$ cat src/rtl/lbus_pkg.sv
package lbus_pkg;
  typedef enum logic [1:0] {
    ST_IDLE = 2'd0,
    ST_ARB  = 2'd1,
    ST_ACT  = 2'd2,
    ST_END  = 2'd3
  } lb_state_e;

  localparam logic [3:0] LEN_READY = 4'd0;
endpackage

$ cat src/rtl/lbus_lane_map.sv
module lbus_lane_map #(
  parameter int HOST_DW = 32,
  parameter int LB_DW   = 16
) (
  input  logic                 wide_i,
  input  logic [HOST_DW/8-1:0] be_n_i,
  input  logic [HOST_DW-1:0]   wdata_i,
  input  logic [LB_DW-1:0]     bus_rdata_i,
  output logic [1:0]           a_lo_o,
  output logic                 bhe_n_o,
  output logic [LB_DW-1:0]     bus_wdata_o,
  output logic [HOST_DW-1:0]   host_rdata_o
);
  localparam int NB = HOST_DW / 8;
  localparam int SW = $clog2(NB);

  logic [SW-1:0] sel;
  logic [SW-1:0] lo_idx;
  logic [SW-1:0] hi_idx;
  logic          lo_en;
  logic          hi_en;

  // lowest enabled byte wins
  always_comb begin
    sel = '0;
    for (int i = NB - 1; i >= 0; i--) begin
      if (!be_n_i[i]) sel = SW'(i);
    end
  end

  assign lo_idx = {sel[SW-1:1], 1'b0};
  assign hi_idx = {sel[SW-1:1], 1'b1};
  assign lo_en  = ~be_n_i[lo_idx];
  assign hi_en  = ~be_n_i[hi_idx];

  always_comb begin
    host_rdata_o = '0;
    bus_wdata_o  = '0;
    if (!wide_i) begin
      a_lo_o  = sel[1:0];
      bhe_n_o = 1'b1;
      bus_wdata_o[7:0] = wdata_i[{sel, 3'b000} +: 8];
      host_rdata_o[{sel, 3'b000} +: 8] = bus_rdata_i[7:0];
    end else begin
      a_lo_o  = {sel[1], ~lo_en};
      bhe_n_o = ~hi_en;
      if (lo_en) begin
        bus_wdata_o[7:0] = wdata_i[{lo_idx, 3'b000} +: 8];
        host_rdata_o[{lo_idx, 3'b000} +: 8] = bus_rdata_i[7:0];
      end
      if (hi_en) begin
        bus_wdata_o[15:8] = wdata_i[{hi_idx, 3'b000} +: 8];
        host_rdata_o[{hi_idx, 3'b000} +: 8] = bus_rdata_i[15:8];
      end
    end
  end
endmodule

$ cat src/rtl/lbus_len_timer.sv
module lbus_len_timer #(
  parameter int LEN_W   = 4,
  parameter int LEN_MAX = 11
) (
  input  logic             clk_i,
  input  logic             rst_ni,
  input  logic             load_i,
  input  logic [LEN_W-1:0] len_i,
  input  logic             run_i,
  input  logic             rdy_n_i,
  output logic             expire_o,
  output logic             illegal_o
);
  logic [LEN_W-1:0] cnt_q;
  logic             rdy_mode_q;
  logic             illegal_q;
  logic             len_bad;

  assign len_bad = (len_i > LEN_W'(LEN_MAX));

  always_ff @(posedge clk_i or negedge rst_ni) begin
    if (!rst_ni) begin
      cnt_q      <= '0;
      rdy_mode_q <= 1'b0;
      illegal_q  <= 1'b0;
    end else if (load_i) begin
      rdy_mode_q <= (len_i == '0);
      illegal_q  <= len_bad;
      cnt_q      <= (len_i == '0 || len_bad) ? '0 : len_i - 1'b1;
    end else if (run_i && cnt_q != '0) begin
      cnt_q <= cnt_q - 1'b1;
    end
  end

  assign expire_o  = run_i & (rdy_mode_q ? ~rdy_n_i : (cnt_q == '0));
  assign illegal_o = illegal_q;

  AST_ILLEGAL_ONE_CLK: assert property (@(posedge clk_i) disable iff (!rst_ni)
    run_i && illegal_q |-> expire_o);
  AST_CNT_IN_RANGE: assert property (@(posedge clk_i) disable iff (!rst_ni)
    run_i && !rdy_mode_q |-> cnt_q < LEN_W'(LEN_MAX));
endmodule

$ cat src/rtl/lbus_strobe_gen.sv
module lbus_strobe_gen (
  input  logic mode_i,
  input  logic write_i,
  input  logic active_i,
  output logic rd_n_o,
  output logic wr_n_o,
  output logic rw_o,
  output logic ds_n_o
);
  assign rd_n_o = ~(active_i & ~mode_i & ~write_i);
  assign wr_n_o = ~(active_i & ~mode_i &  write_i);
  assign ds_n_o = ~(active_i &  mode_i);
  assign rw_o   = ~(active_i &  mode_i &  write_i);

  always_comb begin
    AST_STROBE_MUTEX: assert (rd_n_o || wr_n_o);
    AST_ONE_STYLE: assert (ds_n_o || (rd_n_o && wr_n_o));
  end
endmodule

$ cat src/rtl/lbus_cycle_gen.sv
module lbus_cycle_gen
  import lbus_pkg::*;
#(
  parameter int LB_AW   = 20,
  parameter int HOST_DW = 32,
  parameter int LB_DW   = 16,
  parameter int LEN_W   = 4,
  parameter int LEN_MAX = 11,
  localparam int HA_W   = LB_AW - 2,
  localparam int NB     = HOST_DW / 8
) (
  input  logic               clk_i,
  input  logic               rst_ni,
  input  logic               req_i,
  input  logic               req_write_i,
  input  logic [HA_W-1:0]    req_addr_i,
  input  logic [NB-1:0]      req_be_n_i,
  input  logic [HOST_DW-1:0] req_wdata_i,
  input  logic               cfg_wide_i,
  input  logic               cfg_strobe_mode_i,
  input  logic [LEN_W-1:0]   cfg_cyc_len_i,
  input  logic               cfg_arb_en_i,
  output logic               done_o,
  output logic               err_o,
  output logic [HOST_DW-1:0] rdata_o,
  output logic [LB_AW-1:0]   lb_addr_o,
  output logic               lb_addr_oe_o,
  output logic               lb_bhe_n_o,
  output logic [LB_DW-1:0]   lb_data_o,
  output logic               lb_data_oe_o,
  input  logic [LB_DW-1:0]   lb_data_i,
  output logic               lb_rd_n_o,
  output logic               lb_wr_n_o,
  output logic               lb_rw_o,
  output logic               lb_ds_n_o,
  input  logic               lb_rdy_n_i,
  output logic               lb_hold_o,
  input  logic               lb_hlda_i
);
  lb_state_e state_q, state_d;

  logic               accept;
  logic               active;
  logic               expire;
  logic               illegal;
  logic               write_q;
  logic               wide_q;
  logic               mode_q;
  logic               arb_q;
  logic [HA_W-1:0]    addr_q;
  logic [NB-1:0]      be_n_q;
  logic [HOST_DW-1:0] wdata_q;
  logic [HOST_DW-1:0] rdata_q;
  logic [HOST_DW-1:0] host_rdata;
  logic [1:0]         a_lo;
  logic               bhe_n;

  assign accept = (state_q == ST_IDLE) && req_i;
  assign active = (state_q == ST_ACT);

  always_comb begin
    state_d = state_q;
    unique case (state_q)
      ST_IDLE: if (req_i) state_d = cfg_arb_en_i ? ST_ARB : ST_ACT;
      ST_ARB:  if (lb_hlda_i) state_d = ST_ACT;
      ST_ACT:  if (expire) state_d = ST_END;
      ST_END:  state_d = ST_IDLE;
      default: state_d = ST_IDLE;
    endcase
  end

  always_ff @(posedge clk_i or negedge rst_ni) begin
    if (!rst_ni) begin
      state_q <= ST_IDLE;
      write_q <= 1'b0;
      wide_q  <= 1'b0;
      mode_q  <= 1'b0;
      arb_q   <= 1'b0;
      addr_q  <= '0;
      be_n_q  <= '1;
      wdata_q <= '0;
      rdata_q <= '0;
    end else begin
      state_q <= state_d;
      if (accept) begin
        write_q <= req_write_i;
        wide_q  <= cfg_wide_i;
        mode_q  <= cfg_strobe_mode_i;
        arb_q   <= cfg_arb_en_i;
        addr_q  <= req_addr_i;
        be_n_q  <= req_be_n_i;
        wdata_q <= req_wdata_i;
      end
      if (active && expire && !write_q) rdata_q <= host_rdata;
    end
  end

  lbus_lane_map #(
    .HOST_DW(HOST_DW),
    .LB_DW  (LB_DW)
  ) u_lane_map (
    .wide_i      (wide_q),
    .be_n_i      (be_n_q),
    .wdata_i     (wdata_q),
    .bus_rdata_i (lb_data_i),
    .a_lo_o      (a_lo),
    .bhe_n_o     (bhe_n),
    .bus_wdata_o (lb_data_o),
    .host_rdata_o(host_rdata)
  );

  lbus_len_timer #(
    .LEN_W  (LEN_W),
    .LEN_MAX(LEN_MAX)
  ) u_len_timer (
    .clk_i    (clk_i),
    .rst_ni   (rst_ni),
    .load_i   (accept),
    .len_i    (cfg_cyc_len_i),
    .run_i    (active),
    .rdy_n_i  (lb_rdy_n_i),
    .expire_o (expire),
    .illegal_o(illegal)
  );

  lbus_strobe_gen u_strobe_gen (
    .mode_i  (mode_q),
    .write_i (write_q),
    .active_i(active),
    .rd_n_o  (lb_rd_n_o),
    .wr_n_o  (lb_wr_n_o),
    .rw_o    (lb_rw_o),
    .ds_n_o  (lb_ds_n_o)
  );

  assign lb_addr_o    = {addr_q, a_lo};
  assign lb_bhe_n_o   = bhe_n | ~active;
  assign lb_addr_oe_o = active;
  assign lb_data_oe_o = active & write_q;
  assign lb_hold_o    = arb_q & ((state_q == ST_ARB) | active);
  assign done_o       = (state_q == ST_END);
  assign err_o        = done_o & illegal;
  assign rdata_o      = rdata_q;

  AST_GRANT_BEFORE_DRIVE: assert property (@(posedge clk_i) disable iff (!rst_ni)
    $rose(lb_addr_oe_o) && arb_q |-> $past(lb_hlda_i));
  AST_NO_DRIVE_WHILE_WAIT: assert property (@(posedge clk_i) disable iff (!rst_ni)
    lb_hold_o && !lb_addr_oe_o |-> lb_rd_n_o && lb_wr_n_o && lb_ds_n_o && !lb_data_oe_o);
  AST_BHE_8BIT: assert property (@(posedge clk_i) disable iff (!rst_ni)
    lb_addr_oe_o && !wide_q |-> lb_bhe_n_o);
  AST_DONE_PULSE: assert property (@(posedge clk_i) disable iff (!rst_ni)
    done_o |=> !done_o);
  AST_ERR_WITH_DONE: assert property (@(posedge clk_i) disable iff (!rst_ni)
    err_o |-> done_o);
  AST_ADDR_STABLE: assert property (@(posedge clk_i) disable iff (!rst_ni)
    lb_addr_oe_o && $past(lb_addr_oe_o) |-> $stable(lb_addr_o));
  AST_DONE_AFTER_DRIVE: assert property (@(posedge clk_i) disable iff (!rst_ni)
    $rose(done_o) |-> $past(lb_addr_oe_o));
endmodule

$ cat config.mk
export PLATFORM = sky130hd
export DESIGN_NAME = lbus_cycle_gen
export DESIGN_NICKNAME = d
export VERILOG_FILES = /design/src/rtl/lbus_pkg.sv /design/src/rtl/lbus_lane_map.sv /design/src/rtl/lbus_len_timer.sv /design/src/rtl/lbus_strobe_gen.sv /design/src/rtl/lbus_cycle_gen.sv
export SDC_FILE = /design/constraint.sdc
export NUM_CORES = 1
export LEC_CHECK = 0
export BUFFER_PORTS_ARGS = -buffer_cell sky130_fd_sc_hd__buf_2
export CORE_AREA = 2 2 118 120
export CTS_CLUSTER_SIZE = 14
export DETAILED_ROUTE_END_ITERATION = 6
export DIE_AREA = 0 0 120 122
export GPL_TIMING_DRIVEN = 0
export PLACE_DENSITY_LB_ADDON = 0.1
export SLEW_MARGIN = 0
export SYNTH_ARGS = -nofsm -noshare
export SYNTH_HDL_FRONTEND = slang
export SYNTH_SLANG_ARGS = --single-unit
$ cat constraint.sdc
create_clock -name clk_i -period 3.9 [get_ports clk_i]
set_input_delay 0.585 -clock clk_i [delete_from_list [all_inputs] [get_ports clk_i]]
set_output_delay 0.585 -clock clk_i [all_outputs]
set_load 0.05 [all_outputs]
==> results by group <==
STA
  – WHS: 251 ps
  – Clock Skew: 5.52 ps
  – TNS Setup: 0 ps
  – RSZ-0062 raised after global routing: no
  – Max frequency: 357 MHz
  – Fin. max-slew vios: 0
  – Hold Violations, Final: 0
  – Fin crit share: 71.9%
  – Min cycle time layout: 2800 ps
  – Max_slew headroom: 46.4%
  – Slew @ Worst Pin: 804 ps
  – Final setup viols: 0

Worst setup path
  – CP Cell Sequence: inv_1 -> o211ai_1 -> buf_4 -> buf_6 -> mux2i_1 -> o22ai_1 -> buf_2
  – Setup crit end kind: output port
  – Slowest cell on crit path: dfstp_2
  – Crit path max-delay family: buffers and inverters
  – CP Launch Point: be_n_q[2]$_DFFE_PN1P_
  – Setup CP Type: reg2out
  – Crit-path max FO: 11
  – CP peak stage delay: 580 ps
  – Crit Reg-Reg Startpoint: be_n_q[2]$_DFFE_PN1P_
  – Crit start category: flip-flop
  – Critical path required time: 3310 ps
  – WP buf/inv: 4
  – CP arrival: 2220 ps

Floorplanning
  – Die Y: 122 µm
  – Die width: 120 µm
  – Rows: 43
  – Core outline area: 13500 µm²
  – Initial Util: 34.0%
  – Die area: 14600 µm²
  – Ports: 161

Clock tree
  – CTS tree: yes
  – Max clock buf depth: 2
  – Worst-path clk slew: 60 ps
  – Root Buffer: clkbuf_16
  – Post-CTS sizing: 0
  – CTS Buf Count: 9
  – # hold bufs at CTS: 0
  – Clk_lat worst skew: 350 ps
  – H-tree depth: 3
  – CTS Sinks: 98
  – Postcts setup bufs: 0

Global route
  – Global routing usage on met2: 27.5%
  – Pin count of the biggest net entering global routing: 54
  – Gr usage total: 16.6%
  – Initial antenna violation count: 1
  – Grt total ovfl: 0
  – M3 GR Usage: 5.48%
  – GR Util met1: 20.1%
  – Vias in the first global route: 3819
  – Gr busiest metal: met2
  – First-pass GRT wire length: 18800 µm

Logic synthesis
  – Syn_area_per_cell: 11.6 µm²
  – Mapped Cells: 395
  – Sequential share of the synthesized area: 53.5%
  – Library cells used by synthesis: 46
  – Syn Nets: 489
  – Yosys reg bits: 98
  – Post-synth top flop: dfrtp_1
  – Area of the mapped netlist: 4600 µm²
  – Number of synthesized flops with an enable pin: 0
  – Synth warn: 0
  – Ys async rst share: 100%

Detailed routing
  – Vias/cell: 4.86
  – Routed WL per cell: 15.6 µm
  – First DRT Iteration DRCs: 173
  – Detailed-router iteration count before antenna repair: 4
  – Vias: 3663
  – Final wirelength: 11700 µm
  – Final antenna-violating net count: 0
  – DRC viols: 0

Place
  – Hpwl dp: 8880 µm
  – Placer congestion estimate: 0.775
  – Buffers on Ports: 160
  – Inst Count DP: 736

Final layout
  – Layout area overhead: 30.7%
  – Nets: 661
  – Sequential cell area: 2460 µm²
  – Number of fill cells: 1320
  – Layout cell share with drive strength beyond 1: 45.5%
  – Layout Cells excl Fill: 753
  – Multi-input logic area: 1960 µm²

Power
  – Peak VDD IR: 467 µV
  – Total power: 6080 µW
  – Pleak: 0.00299 µW
  – Pwr/cell area: 1010 nW/µm²

Run
  – Max_cap viols: 0

Hold path
  – Hold WC Path Type: in2async

Run status
  – Status: complete, no violations
==> final timing paths <==
check	end	slack [ps]	depth (start not counted)
max	lb_data_o[1]	1100	7
max reg2reg	rdata_o[31]$_DFFE_PN0P_	1130	10
min reg2reg	u_len_timer.illegal_o$_DFFE_PN0P_	480	2
min in group clk_i	addr_q[7]$_DFFE_PN0P_	460	2
max in group asynchronous	be_n_q[0]$_DFFE_PN1P_	2940	2
min	rdata_o[31]$_DFFE_PN0P_	250	1
==> cell usage after synthesis (all sizes together) (4+ instances only) <==
library cell / number / share of area [%]
nand2: 36 / 3.0
nor3: 4 / 0.44
dfstp: 4 / 2.3
ha: 11 / 3.0
and2: 4 / 0.54
mux2: 54 / 13
a221oi: 17 / 3.4
inv: 16 / 1.3
dfrtp: 94 / 51
buf: 15 / 2.3
a21oi: 5 / 0.54
nor2: 45 / 3.7
o21ai: 27 / 3.0
mux2i: 20 / 4.4
o22ai: 8 / 1.1
==> through the flow <==
step	util, %	worst slack (ps)	area (µm²)
6_report	44.5	1100	6010
5_1_grt	44.5	918	6010
4_1_cts	44.5	1040	6010
3_5_place_dp	41.9	1130	5650
3_3_place_gp	41.6	1120	5620
2_1_floorplan	-	879	4600
==> where the power goes <==
part	switching [µW]	total (µW)	internal (µW)
Clock	385	1050	663
Combinational	2290	3280	990
Sequential	257	1750	1500
==> layer usage <==
layer	part of all wire (%)	wire length [µm]	vias to the layer above
met5	0	0	-
met4	1.6	185	0
met3	9.4	1100	13
met2	47	5480	138
met1	42	4960	1769
li1	-	-	1743
==> cell type report <==
type                       instances  share of cell area (%)
antenna                            1                  0.0416
buffer                            18                    2.00
clock buffer                      12                    4.27
clock inverter                     4                    1.62
inverter                          16                   0.999
multi-input combinational        263                    32.6
sequential                        98                    40.9
tap                              180                    3.75
timing repair buffer             161                    13.8
==> cells by family after synthesis <==
logic type                 Yosys count  share of synthesized area [%]
AOI/OAI and AO/OA                   70                           10.9
adders and majority gates           11                           2.99
buffers and inverters               34                           3.92
DFF                                 98                           53.5
muxes                               74                           17.6
and+or+nand+nor                    108                           11.1
==> flip-flops by register name, indices dropped and copies added (netlist names) <==
register	count
rdata_o	32
wdata_q	32
addr_q	18
be_n_q	4
u_len_timer.cnt_q	4
state_q	2
arb_q	1
mode_q	1
u_len_timer.illegal_o	1
u_len_timer.rdy_mode_q	1
wide_q	1
write_q	1
==> worst register-to-register path, delay by kind of cell (launching register included) <==
| family | cells | cell delay (ps) |
|---|---|---|
| flip-flops | 1 | 580 |
| buffers and inverters | 4 | 610 |
| AND/OR/NAND/NOR | 2 | 250 |
| adder cells (fa/ha/maj) | 1 | 320 |
| AO/OA/AOI/OAI | 3 | 960 |
==> placed cells by master, fill, tap and decap left out, drive strengths merged, types with 5 or more instances in the layout <==
cell type	instances
ha	11
inv	16
buf	176
o21ai	27
mux2i	20
clkbuf	15
mux2	54
nor2	45
a21oi	5
a221oi	17
dfrtp	94
o22ai	8
nand2	36
(Power assumes the default switching activity.)
